## config.mk

```make
export PLATFORM = sky130hd
export DESIGN_NAME = i2c_ctrl_regs
export DESIGN_NICKNAME = d
export VERILOG_FILES = /design/src/rtl/i2c_ctrl_pkg.sv /design/src/rtl/i2c_ctl_byte.sv /design/src/rtl/i2c_scl_time_reg.sv /design/src/rtl/i2c_rd_mux.sv /design/src/rtl/i2c_ctrl_regs.sv
export SDC_FILE = /design/constraint.sdc
export NUM_CORES = 1
export LEC_CHECK = 0
export BUFFER_PORTS_ARGS = -buffer_cell sky130_fd_sc_hd__buf_4
export CAP_MARGIN = 30
export CORE_UTILIZATION = 30
export CTS_CLUSTER_DIAMETER = 80
export DETAILED_ROUTE_END_ITERATION = 8
export GPL_TIMING_DRIVEN = 0
export PLACE_DENSITY = 0.69
export SYNTH_ARGS = -nofsm -noshare
export SYNTH_HDL_FRONTEND = slang
export SYNTH_SLANG_ARGS = --single-unit
```

## constraint.sdc

```tcl
create_clock -name clk -period 1.2 [get_ports clk]
set_input_delay 0.24 -clock clk [delete_from_list [all_inputs] [get_ports clk]]
set_output_delay 0.24 -clock clk [all_outputs]
set_load 0.02 [all_outputs]
```

## src/rtl/i2c_ctrl_pkg.sv

```systemverilog
// Shared definitions for the I2C control register block: register
// addresses and the bit positions the protocol engine decodes.
package i2c_ctrl_pkg;
    localparam int ADDR_W = 3;

    typedef enum logic [ADDR_W-1:0] {
        ADR_CTL  = 3'd0,
        ADR_SET  = 3'd1,
        ADR_CLR  = 3'd2,
        ADR_SCLH = 3'd3,
        ADR_SCLL = 3'd4
    } reg_addr_e;

    localparam int BIT_ACK = 2;
    localparam int BIT_IRQ = 3;
    localparam int BIT_STO = 4;
    localparam int BIT_STA = 5;
    localparam int BIT_EN  = 6;

    localparam logic [7:0] CTL_LIVE = 8'h7C;
endpackage

```

## src/rtl/i2c_ctl_byte.sv

```systemverilog
// Control byte with set-on-one / clear-on-one update.
// Assumes: at most one of set_we / clr_we is high per cycle (one host bus).
// Applies engine strobes and the enable-gates-STOP rule, and produces a
// one-cycle bus-reset pulse when enable falls.
module i2c_ctl_byte
    import i2c_ctrl_pkg::*;
(
    input  logic       clk,
    input  logic       rst_n,
    input  logic       set_we,
    input  logic       clr_we,
    input  logic [7:0] wbits,
    input  logic       evt_irq,
    input  logic       evt_stop_done,
    output logic [7:0] ctl_q,
    output logic       bus_rst
);
    logic [7:0] set_mask;
    logic [7:0] clr_mask;
    logic [7:0] ctl_d;

    // Next control byte: host set/clear, engine strobes, then the STOP gate.
    always_comb begin
        set_mask = set_we ? (wbits & CTL_LIVE) : 8'h00;
        clr_mask = clr_we ? (wbits & CTL_LIVE) : 8'h00;
        ctl_d    = (ctl_q | set_mask) & ~clr_mask;
        if (evt_irq)
            ctl_d[BIT_IRQ] = 1'b1;
        if (evt_stop_done && !set_mask[BIT_STO])
            ctl_d[BIT_STO] = 1'b0;
        if (!ctl_d[BIT_EN])
            ctl_d[BIT_STO] = 1'b0;
    end

    // Control register and enable-fall pulse.
    always_ff @(posedge clk) begin
        if (!rst_n) begin
            ctl_q   <= 8'h00;
            bus_rst <= 1'b0;
        end else begin
            ctl_q   <= ctl_d;
            bus_rst <= ctl_q[BIT_EN] & ~ctl_d[BIT_EN];
        end
    end

    AST_STO_NEEDS_EN: assert property (@(posedge clk) disable iff (!rst_n)
        !ctl_q[BIT_EN] |-> !ctl_q[BIT_STO]);
    AST_IRQ_EVT_WINS: assert property (@(posedge clk) disable iff (!rst_n)
        evt_irq |=> ctl_q[BIT_IRQ]);
    AST_STOP_DONE_CLEARS: assert property (@(posedge clk) disable iff (!rst_n)
        (evt_stop_done && !(set_we && wbits[BIT_STO])) |=> !ctl_q[BIT_STO]);
    AST_BUS_RST_ON_FALL: assert property (@(posedge clk) disable iff (!rst_n)
        $fell(ctl_q[BIT_EN]) |-> bus_rst);
    AST_BUS_RST_ONLY_FALL: assert property (@(posedge clk) disable iff (!rst_n)
        bus_rst |-> (!ctl_q[BIT_EN] && $past(ctl_q[BIT_EN])));
    AST_RSVD_CLEAR: assert property (@(posedge clk) disable iff (!rst_n)
        (ctl_q & ~CTL_LIVE) == 8'h00);
endmodule

```

## src/rtl/i2c_scl_time_reg.sv

```systemverilog
// One SCL timing register: full-width write, reset to a parameter value.
// Assumes: the write strobe is already decoded for this register's address.
module i2c_scl_time_reg #(
    parameter int          WIDTH   = 16,
    parameter logic [WIDTH-1:0] RST_VAL = WIDTH'(4)
) (
    input  logic             clk,
    input  logic             rst_n,
    input  logic             we,
    input  logic [WIDTH-1:0] wdata,
    output logic [WIDTH-1:0] q
);
    // Timing value storage.
    always_ff @(posedge clk) begin
        if (!rst_n)
            q <= RST_VAL;
        else if (we)
            q <= wdata;
    end

    AST_TIME_HOLD: assert property (@(posedge clk) disable iff (!rst_n)
        !$past(we) |-> $stable(q));
endmodule

```

## src/rtl/i2c_rd_mux.sv

```systemverilog
// Read-data selection: the control byte, the two timing registers, and zero
// for the write-only and unmapped addresses.
// Assumes: TIME_W <= DATA_W and DATA_W >= 8.
module i2c_rd_mux
    import i2c_ctrl_pkg::*;
#(
    parameter int DATA_W = 16,
    parameter int TIME_W = 16
) (
    input  logic [ADDR_W-1:0] addr,
    input  logic [7:0]        ctl,
    input  logic [TIME_W-1:0] scl_hi,
    input  logic [TIME_W-1:0] scl_lo,
    output logic [DATA_W-1:0] rdata
);
    // Address decode for reads.
    always_comb begin
        rdata = '0;
        case (addr)
            ADR_CTL:  rdata[7:0]        = ctl;
            ADR_SCLH: rdata[TIME_W-1:0] = scl_hi;
            ADR_SCLL: rdata[TIME_W-1:0] = scl_lo;
            default:  rdata = '0;
        endcase
    end
endmodule

```

## src/rtl/i2c_ctrl_regs.sv

```systemverilog
// Host-facing control register block of an I2C controller.
// Assumes: a single-cycle host write strobe and a combinational read path;
// engine strobes are single-cycle and synchronous to clk.
module i2c_ctrl_regs
    import i2c_ctrl_pkg::*;
#(
    parameter int DATA_W   = 16,
    parameter int TIME_W   = 16,
    parameter int TIME_RST = 4
) (
    input  logic              clk,
    input  logic              rst_n,
    input  logic              host_wr,
    input  logic [2:0]        host_addr,
    input  logic [DATA_W-1:0] host_wdata,
    output logic [DATA_W-1:0] host_rdata,
    input  logic              eng_evt_irq,
    input  logic              eng_stop_done,
    output logic              ctl_enable,
    output logic              ctl_start,
    output logic              ctl_stop,
    output logic              ctl_irq,
    output logic              ctl_ack,
    output logic [TIME_W-1:0] scl_high_cnt,
    output logic [TIME_W-1:0] scl_low_cnt,
    output logic              eng_bus_reset
);
    localparam int N_TIME = 2;

    logic [7:0]        ctl_q;
    logic              set_we;
    logic              clr_we;
    logic [TIME_W-1:0] time_q  [N_TIME];
    logic              time_we [N_TIME];

    // Write decode for the two control ports.
    always_comb begin
        set_we = host_wr && (host_addr == ADR_SET);
        clr_we = host_wr && (host_addr == ADR_CLR);
    end

    i2c_ctl_byte u_ctl (
        .clk           (clk),
        .rst_n         (rst_n),
        .set_we        (set_we),
        .clr_we        (clr_we),
        .wbits         (host_wdata[7:0]),
        .evt_irq       (eng_evt_irq),
        .evt_stop_done (eng_stop_done),
        .ctl_q         (ctl_q),
        .bus_rst       (eng_bus_reset)
    );

    for (genvar gi = 0; gi < N_TIME; gi++) begin : g_time
        localparam logic [ADDR_W-1:0] MY_ADR = (gi == 0) ? ADR_SCLH : ADR_SCLL;

        // Write decode for this timing register.
        always_comb time_we[gi] = host_wr && (host_addr == MY_ADR);

        i2c_scl_time_reg #(
            .WIDTH   (TIME_W),
            .RST_VAL (TIME_W'(TIME_RST))
        ) u_time (
            .clk   (clk),
            .rst_n (rst_n),
            .we    (time_we[gi]),
            .wdata (host_wdata[TIME_W-1:0]),
            .q     (time_q[gi])
        );
    end

    i2c_rd_mux #(
        .DATA_W (DATA_W),
        .TIME_W (TIME_W)
    ) u_rd (
        .addr   (host_addr),
        .ctl    (ctl_q),
        .scl_hi (time_q[0]),
        .scl_lo (time_q[1]),
        .rdata  (host_rdata)
    );

    // Control outputs to the protocol engine.
    always_comb begin
        ctl_enable   = ctl_q[BIT_EN];
        ctl_start    = ctl_q[BIT_STA];
        ctl_stop     = ctl_q[BIT_STO];
        ctl_irq      = ctl_q[BIT_IRQ];
        ctl_ack      = ctl_q[BIT_ACK];
        scl_high_cnt = time_q[0];
        scl_low_cnt  = time_q[1];
    end

    AST_RD_WO_ZERO: assert property (@(posedge clk) disable iff (!rst_n)
        (host_addr == ADR_SET || host_addr == ADR_CLR) |-> host_rdata == '0);
endmodule

```

==> impl_metrics.csv <==
group,metric,value,unit
synth,synth_async_sr_flop_share,0,%
synth,synth-seq-cells,38,
clocking,cts_made_buffers,5,
status,status,"complete, but fails checks",
synth,synth_cells,208,
place,placed_area,2630,um^2
job,max_cap_violations,0,
die,core,5920,um^2
place,dpl.hpwl,3980,um
sta,skew,0.000137,ns
cells_and_area,post-route-cell-area,2950,um^2
global_routing,track_usage,17.7,%
route,drt_iter0_markers,98,
die,start_util,31.0,%
global_routing,grt_pass1_wl,8650,um
global_routing,grt_start_max_net_pins,12,
synth,synth_edf_count,0,
clocking,cts_tree,"yes",
power,vdd_ir_drop_max,0.426,mV
clocking,clkLatencyLatePin,0.28,ns
die,die_x,80.2,um
cells_and_area,final_cell_mix,"buf_4, nand2_1, dfxtp_1",
worst_setup_path,worst_setup_path_end_kind,"primary output",
hold_path,worstHoldPathCells,2,
place,dp.cells,359,
global_routing,grt-ovfl-total,0,
cells_and_area,syn_to_final_growth,61.0,%
worst_setup_path,rr_worst_depth,3,
clocking,cts.sinks,38,
synth,syn_nets,232,
power,p_leak,1.27,nW
route,routed_wl,5620,um
power,p_per_area,905,nW/um^2
worst_setup_path,critPathLaunchType,"primary input",
route,ant_nets,0,
synth,netlist_area,1830,um^2
cells_and_area,layout.cells.non_filler,376,
die,rows,28,
route,vias_per_cell,4.91,
synth,synth-warning-count,0,
sta,timing.fmax,691,MHz
worst_setup_path,cp_data_required_time,0.96,ns
clocking,root_buffer,"clkbuf_8",
global_routing,grt_pass1_vias,1699,
clocking,cts_max_path_buffers,2,
sta,period_share,121,%
synth,syn_avg_cell_area,8.81,um^2
die,die_h,80.2,um
cells_and_area,num_antenna_cells,0,
global_routing,antenna_found_initial,0,
sta,hold_viol_final,0,
die,die_area,6430,um^2
route,drtPass1Iterations,4,
cells_and_area,final_common_cell,"buf_4",
worst_setup_path,path_class,"in -> out",
hold_path,worstHoldPathType,"in -> reg",
sta,tightest_slew,0.447,ns
sta,fin_setup_tns,-3.35,ns
sta,maxSlewViolCount,0,
status,violations,"setup timing",
route,wl_per_cell,15.0,um
sta,setup-violations-final,16,
clocking,path_clk_slew,0.07,ns
place,port_buffers,76,
route,vias,1847,
cells_and_area,drive_above_1_share,46.2,%
synth,synth_ff_type,"dfxtp_1",
worst_setup_path,path_max_fanout,5,
cells_and_area,final_core_utilization,49.9,%
sta,setup_slack,-0.247,ns
sta,rsz0062_at_grt,"true",
worst_setup_path,worstPathArrival,1.21,ns
cells_and_area,finalNetCount,324,
sta,min_period,1.45,ns
clocking,cts.htree.levels,2,
place,post-place-ws,-0.515,ns
synth,ys_seq_area_share,41.5,%
die,io_pins,78,
synth,synth.distinct_cells,36,
route,drcViolationCount,0,
sta,relSlewSlack,70.2,%
place,gp_congestion,0.816,
clocking,holdBufCountCts,0,
## critical path: stages
cell and delay, ns:
buf_12 0.11, and2_4 0.15, and2b_2 0.22, buf_6 0.15
a22o_4 0.22, buf_6 0.13
## registers in the layout (all words and copies together) (netlist names)
| signal | flops |
|---|---|
| u_ctl.bus_rst | 1 |
| u_ctl.ctl_q | 5 |
| g_time.u_time.q | 32 |
## routing by layer
layer  global-route usage [%]  up-vias  share of wire [%]
met5                        0        -                  0
met4                     5.18        0               0.66
met3                     3.30        4                4.9
met2                     30.9       55                 52
met1                     22.1      880                 43
li1                         -      908                  -
## final timing paths
path | startpoint | endpoint | slack (ns)
worst max-delay path | host_addr[0] | host_rdata[9] | -0.25
worst min register to register | g_time[1].u_time.q[13]$_SDFFE_PN0P_ | g_time[1].u_time.q[13]$_SDFFE_PN0P_ | 0.47
worst min-delay path | host_wdata[2] | u_ctl.ctl_q[2]$_SDFF_PN0_ | 0.18
worst max register to register | u_ctl.ctl_q[4]$_SDFF_PP0_ | u_ctl.ctl_q[4]$_SDFF_PP0_ | 0.27
## repair_timing
item	CTS	global route
buffers inserted	7	2
endpoints found under the hold margin	0	0
resized for setup	25	19
pin swaps	2	8
setup endpoints to repair	16	21
gates cloned	1	1
## cells by family (layout without fill, tap and decap cells)
| logic type | after synthesis | after routing | share of synthesized area [%] |
|---|---|---|---|
| AO/OA/AOI/OAI | 62 | 62 | 27.2 |
| AND/OR/NAND/NOR | 90 | 90 | 24.4 |
| buffers and inverters | 18 | 111 | 6.96 |
| flip-flops | 38 | 38 | 41.5 |
## layout make-up
class | instances | area, um^2
fill | 577 | 2970
multi-input combinational | 152 | 1100
timing repair buffer | 87 | 767
sequential | 38 | 761
buffer | 14 | 126
tap | 75 | 93.8
clock buffer | 7 | 86.3
inverter | 2 | 7.51
clock inverter | 1 | 5.00
## cells in the mapped netlist (all sizes together), types with 2 or more instances
| master | n | area, um^2 |
|---|---|---|
| a311oi | 2 | 17.5 |
| nor3b | 2 | 31.3 |
| nor2 | 3 | 11.3 |
| clkbuf | 5 | 20.0 |
| a21boi | 30 | 259 |
| and4bb | 2 | 25.0 |
| o21ai | 7 | 35.0 |
| nand3 | 3 | 15.0 |
| a31oi | 2 | 12.5 |
| dfxtp | 38 | 761 |
| a22oi | 5 | 37.5 |
| buf | 11 | 100 |
| a22o | 11 | 96.3 |
| nor2b | 2 | 20.0 |
| inv | 2 | 7.51 |
| nand2 | 70 | 263 |
## metrics by stage
| step | power, mW | hold WS [ns] |
|---|---|---|
| finish | 2.67 | 0.181 |
| global placement | 1.74 | 0.461 |
| CTS | 2.65 | 0.175 |
| detailed placement | 1.74 | 0.467 |
| global route | 2.78 | 0.181 |
| floorplan | 1.56 | 0.347 |
## power breakdown
group	internal (mW)	leakage [nW]	total [mW]	switching, mW
Combinational	0.227	0.914	0.456	0.229
Clock	0.463	0.0482	0.897	0.434
Sequential	1.29	0.308	1.32	0.0285
Total	1.98	1.27	2.67	0.691
Power figures use the tool's default switching activity.
